## src/rtl/mdm_status_pkg.sv

```systemverilog
package mdm_status_pkg;

   localparam int unsigned LINES = 4;

   localparam int unsigned LN_CTS = 0;
   localparam int unsigned LN_DSR = 1;
   localparam int unsigned LN_RI  = 2;
   localparam int unsigned LN_DCD = 3;

   typedef enum logic {
      EDGE_ANY   = 1'b0,
      EDGE_TRAIL = 1'b1
   } edge_mode_e;

   // control bit feeding each status line while looped back
   function automatic int unsigned loop_src(input int unsigned ln);
      case (ln)
         LN_CTS:  return 1;
         LN_DSR:  return 0;
         LN_RI:   return 2;
         default: return 3;
      endcase
   endfunction

   function automatic edge_mode_e line_mode(input int unsigned ln);
      return (ln == LN_RI) ? EDGE_TRAIL : EDGE_ANY;
   endfunction

endpackage

```

## src/rtl/mdm_sync.sv

```systemverilog
module mdm_sync #(
   parameter int unsigned WIDTH     = 4,
   parameter int unsigned STAGES    = 2,
   parameter logic        RESET_VAL = 1'b1
) (
   input  logic             clk,
   input  logic             rst_n,
   input  logic [WIDTH-1:0] async_i,
   output logic [WIDTH-1:0] sync_o
);

   generate
      if (STAGES < 2) begin : g_bad_depth
         $error("mdm_sync: STAGES must be at least 2");
      end
   endgenerate

   logic [STAGES-1:0][WIDTH-1:0] chain_q;

   always_ff @(posedge clk or negedge rst_n) begin
      if (!rst_n) begin
         chain_q <= {STAGES{{WIDTH{RESET_VAL}}}};
      end else begin
         chain_q[0] <= async_i;
         for (int s = 1; s < STAGES; s++) begin
            chain_q[s] <= chain_q[s-1];
         end
      end
   end

   assign sync_o = chain_q[STAGES-1];

endmodule

```

## src/rtl/mdm_src_mux.sv

```systemverilog
module mdm_src_mux
   import mdm_status_pkg::*;
(
   input  logic [LINES-1:0] pin_n_i,
   input  logic [LINES-1:0] ctrl_i,
   input  logic             loop_i,
   output logic [LINES-1:0] lvl_o
);

   for (genvar ln = 0; ln < LINES; ln++) begin : g_line
      localparam int unsigned SRC = loop_src(ln);
      assign lvl_o[ln] = loop_i ? ctrl_i[SRC] : ~pin_n_i[ln];
   end

endmodule

```

## src/rtl/mdm_delta_cell.sv

```systemverilog
module mdm_delta_cell
   import mdm_status_pkg::*;
#(
   parameter edge_mode_e MODE = EDGE_ANY
) (
   input  logic clk,
   input  logic rst_n,
   input  logic lvl_i,
   input  logic clr_i,
   output logic lvl_q_o,
   output logic flag_o
);

   logic lvl_q;
   logic flag_q;
   logic hit;

   generate
      if (MODE == EDGE_ANY) begin : g_any
         assign hit = lvl_i ^ lvl_q;
      end else begin : g_trail
         // status falling means the active-low pin went high
         assign hit = lvl_q & ~lvl_i;
      end
   endgenerate

   always_ff @(posedge clk or negedge rst_n) begin
      if (!rst_n) begin
         lvl_q  <= 1'b0;
         flag_q <= 1'b0;
      end else begin
         lvl_q  <= lvl_i;
         flag_q <= hit | (flag_q & ~clr_i);
      end
   end

   assign lvl_q_o = lvl_q;
   assign flag_o  = flag_q;

endmodule

```

## src/rtl/mdm_status_reg.sv

```systemverilog
module mdm_status_reg
   import mdm_status_pkg::*;
#(
   parameter int unsigned SYNC_STAGES = 2,
   parameter int unsigned DATA_W      = 8
) (
   input  logic             clk,
   input  logic             rst_n,
   input  logic             cts_n_i,
   input  logic             dsr_n_i,
   input  logic             ri_n_i,
   input  logic             dcd_n_i,
   input  logic [3:0]       ctrl_i,
   input  logic             loop_en_i,
   input  logic             rd_stb_i,
   input  logic             irq_en_i,
   output logic [DATA_W-1:0] rd_data_o,
   output logic             irq_o
);

   localparam int unsigned FLAG_LO = 0;
   localparam int unsigned LVL_LO  = FLAG_LO + LINES;

   generate
      if (DATA_W != 2 * LINES) begin : g_bad_width
         $error("mdm_status_reg: DATA_W must be twice LINES");
      end
      if (SYNC_STAGES < 2) begin : g_bad_sync
         $error("mdm_status_reg: SYNC_STAGES must be at least 2");
      end
   endgenerate

   logic [LINES-1:0] pin_raw_n;
   logic [LINES-1:0] pin_sync_n;
   logic [LINES-1:0] lvl_sel;
   logic [LINES-1:0] lvl_q;
   logic [LINES-1:0] flag_q;

   assign pin_raw_n[LN_CTS] = cts_n_i;
   assign pin_raw_n[LN_DSR] = dsr_n_i;
   assign pin_raw_n[LN_RI]  = ri_n_i;
   assign pin_raw_n[LN_DCD] = dcd_n_i;

   mdm_sync #(
      .WIDTH     (LINES),
      .STAGES    (SYNC_STAGES),
      .RESET_VAL (1'b1)
   ) sync_i (
      .clk     (clk),
      .rst_n   (rst_n),
      .async_i (pin_raw_n),
      .sync_o  (pin_sync_n)
   );

   mdm_src_mux mux_i (
      .pin_n_i (pin_sync_n),
      .ctrl_i  (ctrl_i),
      .loop_i  (loop_en_i),
      .lvl_o   (lvl_sel)
   );

   for (genvar ln = 0; ln < LINES; ln++) begin : g_cell
      mdm_delta_cell #(
         .MODE (line_mode(ln))
      ) cell_i (
         .clk     (clk),
         .rst_n   (rst_n),
         .lvl_i   (lvl_sel[ln]),
         .clr_i   (rd_stb_i),
         .lvl_q_o (lvl_q[ln]),
         .flag_o  (flag_q[ln])
      );
   end

   assign rd_data_o[LVL_LO +: LINES]  = lvl_q;
   assign rd_data_o[FLAG_LO +: LINES] = flag_q;
   assign irq_o = irq_en_i & (|flag_q);

endmodule

```

## config.mk

```make
export PLATFORM = sky130hd
export DESIGN_NAME = mdm_status_reg
export DESIGN_NICKNAME = d
export VERILOG_FILES = /design/src/rtl/mdm_status_pkg.sv /design/src/rtl/mdm_sync.sv /design/src/rtl/mdm_src_mux.sv /design/src/rtl/mdm_delta_cell.sv /design/src/rtl/mdm_status_reg.sv
export SDC_FILE = /design/constraint.sdc
export NUM_CORES = 1
export LEC_CHECK = 0
export ABC_AREA = 1
export BUFFER_PORTS_ARGS = -buffer_cell sky130_fd_sc_hd__buf_4
export CAP_MARGIN = 20
export CORE_MARGIN = 5
export CORE_UTILIZATION = 47
export CTS_CLUSTER_DIAMETER = 30
export DETAILED_ROUTE_END_ITERATION = 10
export PLACE_DENSITY = 0.74
export SLEW_MARGIN = 40
export SYNTH_ARGS = -nofsm -noshare
export SYNTH_HDL_FRONTEND = slang
export SYNTH_SLANG_ARGS = --single-unit
export TNS_END_PERCENT = 10
```

## constraint.sdc

```tcl
create_clock -name clk -period 1 [get_ports clk]
set_input_delay 0.3 -clock clk [delete_from_list [all_inputs] [get_ports clk]]
set_output_delay 0.3 -clock clk [all_outputs]
set_load 0.03 [all_outputs]
```

Word-level counts from Yosys, hierarchy flattened
Index checks and enable logic that the tools add are counted.
W data, S select, Z words.
{"block": "totals", "regBits": 16, "inputBits": 13}
{"block": "op_classes", "muxes": 4, "bitwise": 19, "n_reduce_logical": 1}
{"cell": "$and A1 B1 Y1", "count": 6}
{"cell": "$not A1 Y1", "count": 6}
{"cell": "$mux W1", "count": 4}
{"cell": "$or A1 B1 Y1", "count": 4}
{"cell": "$reduce_or A4 Y1", "count": 1}
{"cell": "$xor A1 B1 Y1", "count": 3}

Longest topological paths before layout
{"block": "depth", "ltp_word": 5, "mapped_depth": 5, "ltp_nobuf": 4}

Hierarchy
From an unflattened synthesis, not the netlist that was laid out.
{"block": "hier_totals", "hier_cells": 58, "hier_area_um2": 593.1}
{"mod": "mdm_sync", "instances": 1, "cells_each": 12, "area_each_um2": 240.2, "seq_area_each_um2": 210.2}
{"mod": "mdm_delta_cell (g_cell[0].cell_i ...)", "instances": 3, "cells_each": 9, "area_each_um2": 77.6, "seq_area_each_um2": 50.0}
{"mod": "mdm_delta_cell (g_cell[2].cell_i)", "instances": 1, "cells_each": 7, "area_each_um2": 68.8, "seq_area_each_um2": 50.0}
{"mod": "mdm_src_mux", "instances": 1, "cells_each": 8, "area_each_um2": 35.0, "seq_area_each_um2": 0.0}
{"mod": "mdm_status_reg", "instances": 1, "cells_each": 4, "area_each_um2": 16.3, "seq_area_each_um2": 0.0}

Worst setup path before layout
Ideal clock, no wire load.
{"block": "synth_timing", "path_type": "reg2out", "start": "reg g_cell[1].cell_i.flag_q", "end": "out irq_o", "arrival_ps": 1103, "required_ps": 700, "slack_ps": -403, "path_stages_with_launch": 3, "cell_sequence": "dfrtp_1 -> nor2_1 -> a21boi_0"}
{"block": "synth_via", "elab_chain_len": 2}
{"element": "start: declaration", "line_no": "mdm_delta_cell.sv:15", "source": "logic flag_q;"}
{"element": "start signal: assignment", "line_no": "mdm_delta_cell.sv:33", "source": "flag_q <= hit | (flag_q & ~clr_i);"}
{"element": "$reduce_or A4 Y1", "line_no": "mdm_status_reg.sv:77", "source": "assign irq_o = irq_en_i & (|flag_q);"}
{"element": "$and A1 B1 Y1", "line_no": "mdm_status_reg.sv:77"}
{"element": "end: declaration", "line_no": "mdm_status_reg.sv:18", "source": "output logic irq_o"}
Every way passes these cells.

Worst setup path in the final report
{"block": "layout_timing", "start": "reg g_cell[3].cell_i.flag_q", "end": "out irq_o"}
{"block": "layout_via", "elab_chain_len": 2}
{"element": "start: declaration", "line_no": "mdm_delta_cell.sv:15"}
{"element": "start signal: assignment", "line_no": "mdm_delta_cell.sv:33"}
{"element": "$reduce_or A4 Y1", "line_no": "mdm_status_reg.sv:77"}
{"element": "$and A1 B1 Y1", "line_no": "mdm_status_reg.sv:77"}
Every way passes these cells.

==> summary.txt <==
Worst EP required -> 0.70 ns
worst-margin pin slew -> 0.190 ns
status -> finished with violations
sequential area share after synthesis -> 61.0%
sequence of cells on the critical path -> nor2_1, a21boi_2, buf_6
Reg power frac -> 50.2%
clock skew -> 0.00121 ns
setup ws final -> -0.302 ns
Syn Inst Count -> 69
main combinational cell family by area after synthesis -> simple AND/OR/NAND/NOR gates
IO Pins -> 22
core area -> 1330 µm²
CP Launch Type -> flop
Total Power -> 1.47 mW
Clk Latency, worst-skew pair -> 0.28 ns
reg2reg setup slack -> 0.16 ns
Post-Syn Area -> 673 µm²
CP max-delay cell -> dfrtp_1
Yosys top cell by area -> dfstp_2
Via density -> 4.73
library cells used by synthesis -> 12
Worst path max stage delay -> 0.40 ns
pre-CTS setup slack -> -0.0119 ns
NetSw -> 380 µW
Synth Warn # -> 0
Final Critical Period -> 1.30 ns
maximum number of pins on one net before global-route repair -> 17
antenna violations before repair -> 0
final hold viol count -> 0
leakage power -> 0.468 nW
critical path class -> reg2out
Max-Cap Viols -> 0
Non-Filler Instances -> 105
post-DR wirelength/cell -> 10.6 µm
first-pass GRT wire length -> 1790 µm
Synth top area share -> 31.2%
post-synthesis xor/xnor area fraction -> 0%
adder-cell share of the synthesized area -> 0%
total gr overflow -> 0
Hold WC Path Type -> in2reg
Crit. End Element -> output port
Comb power frac -> 22.3%
Post-Syn Nets -> 82
detailed-route via count -> 497
# diodes -> 0
clk sink count -> 16
Compound-Gate Fraction of Synth Area -> 1.12%
fin nets -> 104
pwr dens -> 1640 nW/µm²
Port Buffers -> 21
die area -> 2290 µm²
multiplexer area fraction after synthesis -> 0%
Final Cell Area -> 898 µm²
final worst-path cycle share -> 130%
drt pass-1 iters -> 4
Simple-Gate Fraction of Synth Area -> 22.9%
synth top area cells -> dfstp_2, dfrtp_1, nand2_1
post-DP HPWL -> 882 µm
ANT nets after route -> 0
Hold WS -> 0.121 ns
Area Overhead vs Synth -> 33.5%
Initial Util -> 50.5%
RSZ-0062 raised after global routing -> true
H-tree depth -> 1
Die Span Y -> 47.8 µm
sw frac -> 25.8%
Horiz. Die Dim -> 47.8 µm
row count -> 13
Setup Fix Bufs, Post-CTS -> 0
clock slew at reported path FFs -> 0.08 ns
layout cells sized above 1 -> 44.4%
maximum vdd drop -> 0.00116 V
initial drt markers -> 7
final core occ -> 67.4%
clock buffer depth -> 2
Max Transition Viols Final -> 0
vias in the first global route -> 469
Cell Count Post-Placement -> 100
Residual DRC -> 0
syn avg cell area -> 9.76 µm²
Placed Area -> 812 µm²
Worst EP arrival -> 1.00 ns
violated checks -> setup timing
Seq cells post-synth -> 16
CTS tree -> done
relative slew slack -> 87.3%
Pint -> 1.09 mW
total CTS buffers -> 3
gr usage total -> 11.8%
final setup violation count -> 9
power share of the clock group -> 27.5%
Setup TNS -> -1.78 ns
routed wire length -> 1110 µm
CTS root buffer -> clkbuf_4
GP Congestion -> 0.683
CP max FO -> 2
Fmax -> 0.768 GHz
final cells by class:
| cell class | instances | area [µm²] |
|---|---|---|
| multi-input cells | 36 | 168 |
| flip-flops and latches | 16 | 410 |
| fillers | 118 | 435 |
| well taps | 15 | 18.8 |
| clock buffers | 4 | 36.3 |
| inverters | 8 | 30.0 |
| repair buffers | 26 | 235 |
power by group through the flow:
stage / clock, mW / sequential, mW / combinational, mW
floorplan: 0 / 0.743 / 0.196
global placement: 0 / 0.743 / 0.290
detailed placement: 0 / 0.745 / 0.297
CTS: 0.426 / 0.736 / 0.327
global route: 0.459 / 0.745 / 0.356
finish: 0.405 / 0.739 / 0.328
cells in the final DEF (no fill, tap or decap), drive strengths merged:
cell type,instances
nand3b,3
dfrtp,8
clkbuf,4
or2,1
nand2,22
nor2,2
dfstp,8
dlygate4sd3,1
nand3,7
inv,8
buf,25
a21boi,1
critical path, delay by kind of cell (launching register included):
| family | cells | cell delay [ns] |
|---|---|---|
| DFF | 1 | 0.40 |
| buffers and inverters | 1 | 0.13 |
| and+or+nand+nor | 1 | 0.12 |
| AOI/OAI and AO/OA | 1 | 0.07 |
routing by layer:
metal  vias to the layer above  GRT usage (%)  part of all wire [%]
met5                         -              0                     0
met4                         0           3.23                  0.72
met3                         2           7.14                    11
met2                        19           22.2                    56
met1                       231           10.3                    33
li1                        245              -                     -
timing repair:
item / 4_1_cts / 5_1_grt
setup endpoints to repair: 9 / 9
hold buffers: 1 / 0
endpoints found under the hold margin: 8 / 0
pin swaps: 2 / 1
resized for setup: 9 / 2
flip-flops by register name, summed over array words and instances (netlist names):
register and cells:
g_cell.cell_i.flag_o 4, sync_i.sync_o 4, sync_i.chain_q 4, g_cell.cell_i.lvl_q_o 4
synth_stat cells, drive strengths merged:
cell type	number
dfstp	8
nor2	2
inv	8
or2	1
nand2	22
dfrtp	8
buf	9
nand3	7
a21boi	1
nand3b	3
path summary, 6_finish.rpt:
kind | cells after the start | end | start
worst max-delay path | 3 | irq_o | g_cell[3].cell_i.flag_o
worst max register to register | 4 | g_cell[1].cell_i.flag_o | sync_i.sync_o[1]
worst min register to register | 0 | sync_i.sync_o[0] | sync_i.chain_q[0]
worst min-delay path | 1 | sync_i.chain_q[2] | ri_n_i
min in group asynchronous | 2 | g_cell[1].cell_i.lvl_q_o | rst_n
max in group asynchronous | 2 | sync_i.sync_o[2] | rst_n
logic make-up after synthesis:
kind of cell	Yosys count
flops	16
buf+inv	17
compound gates	1
simple gates	35
No activity file was read; power rests on OpenSTA's default activity.
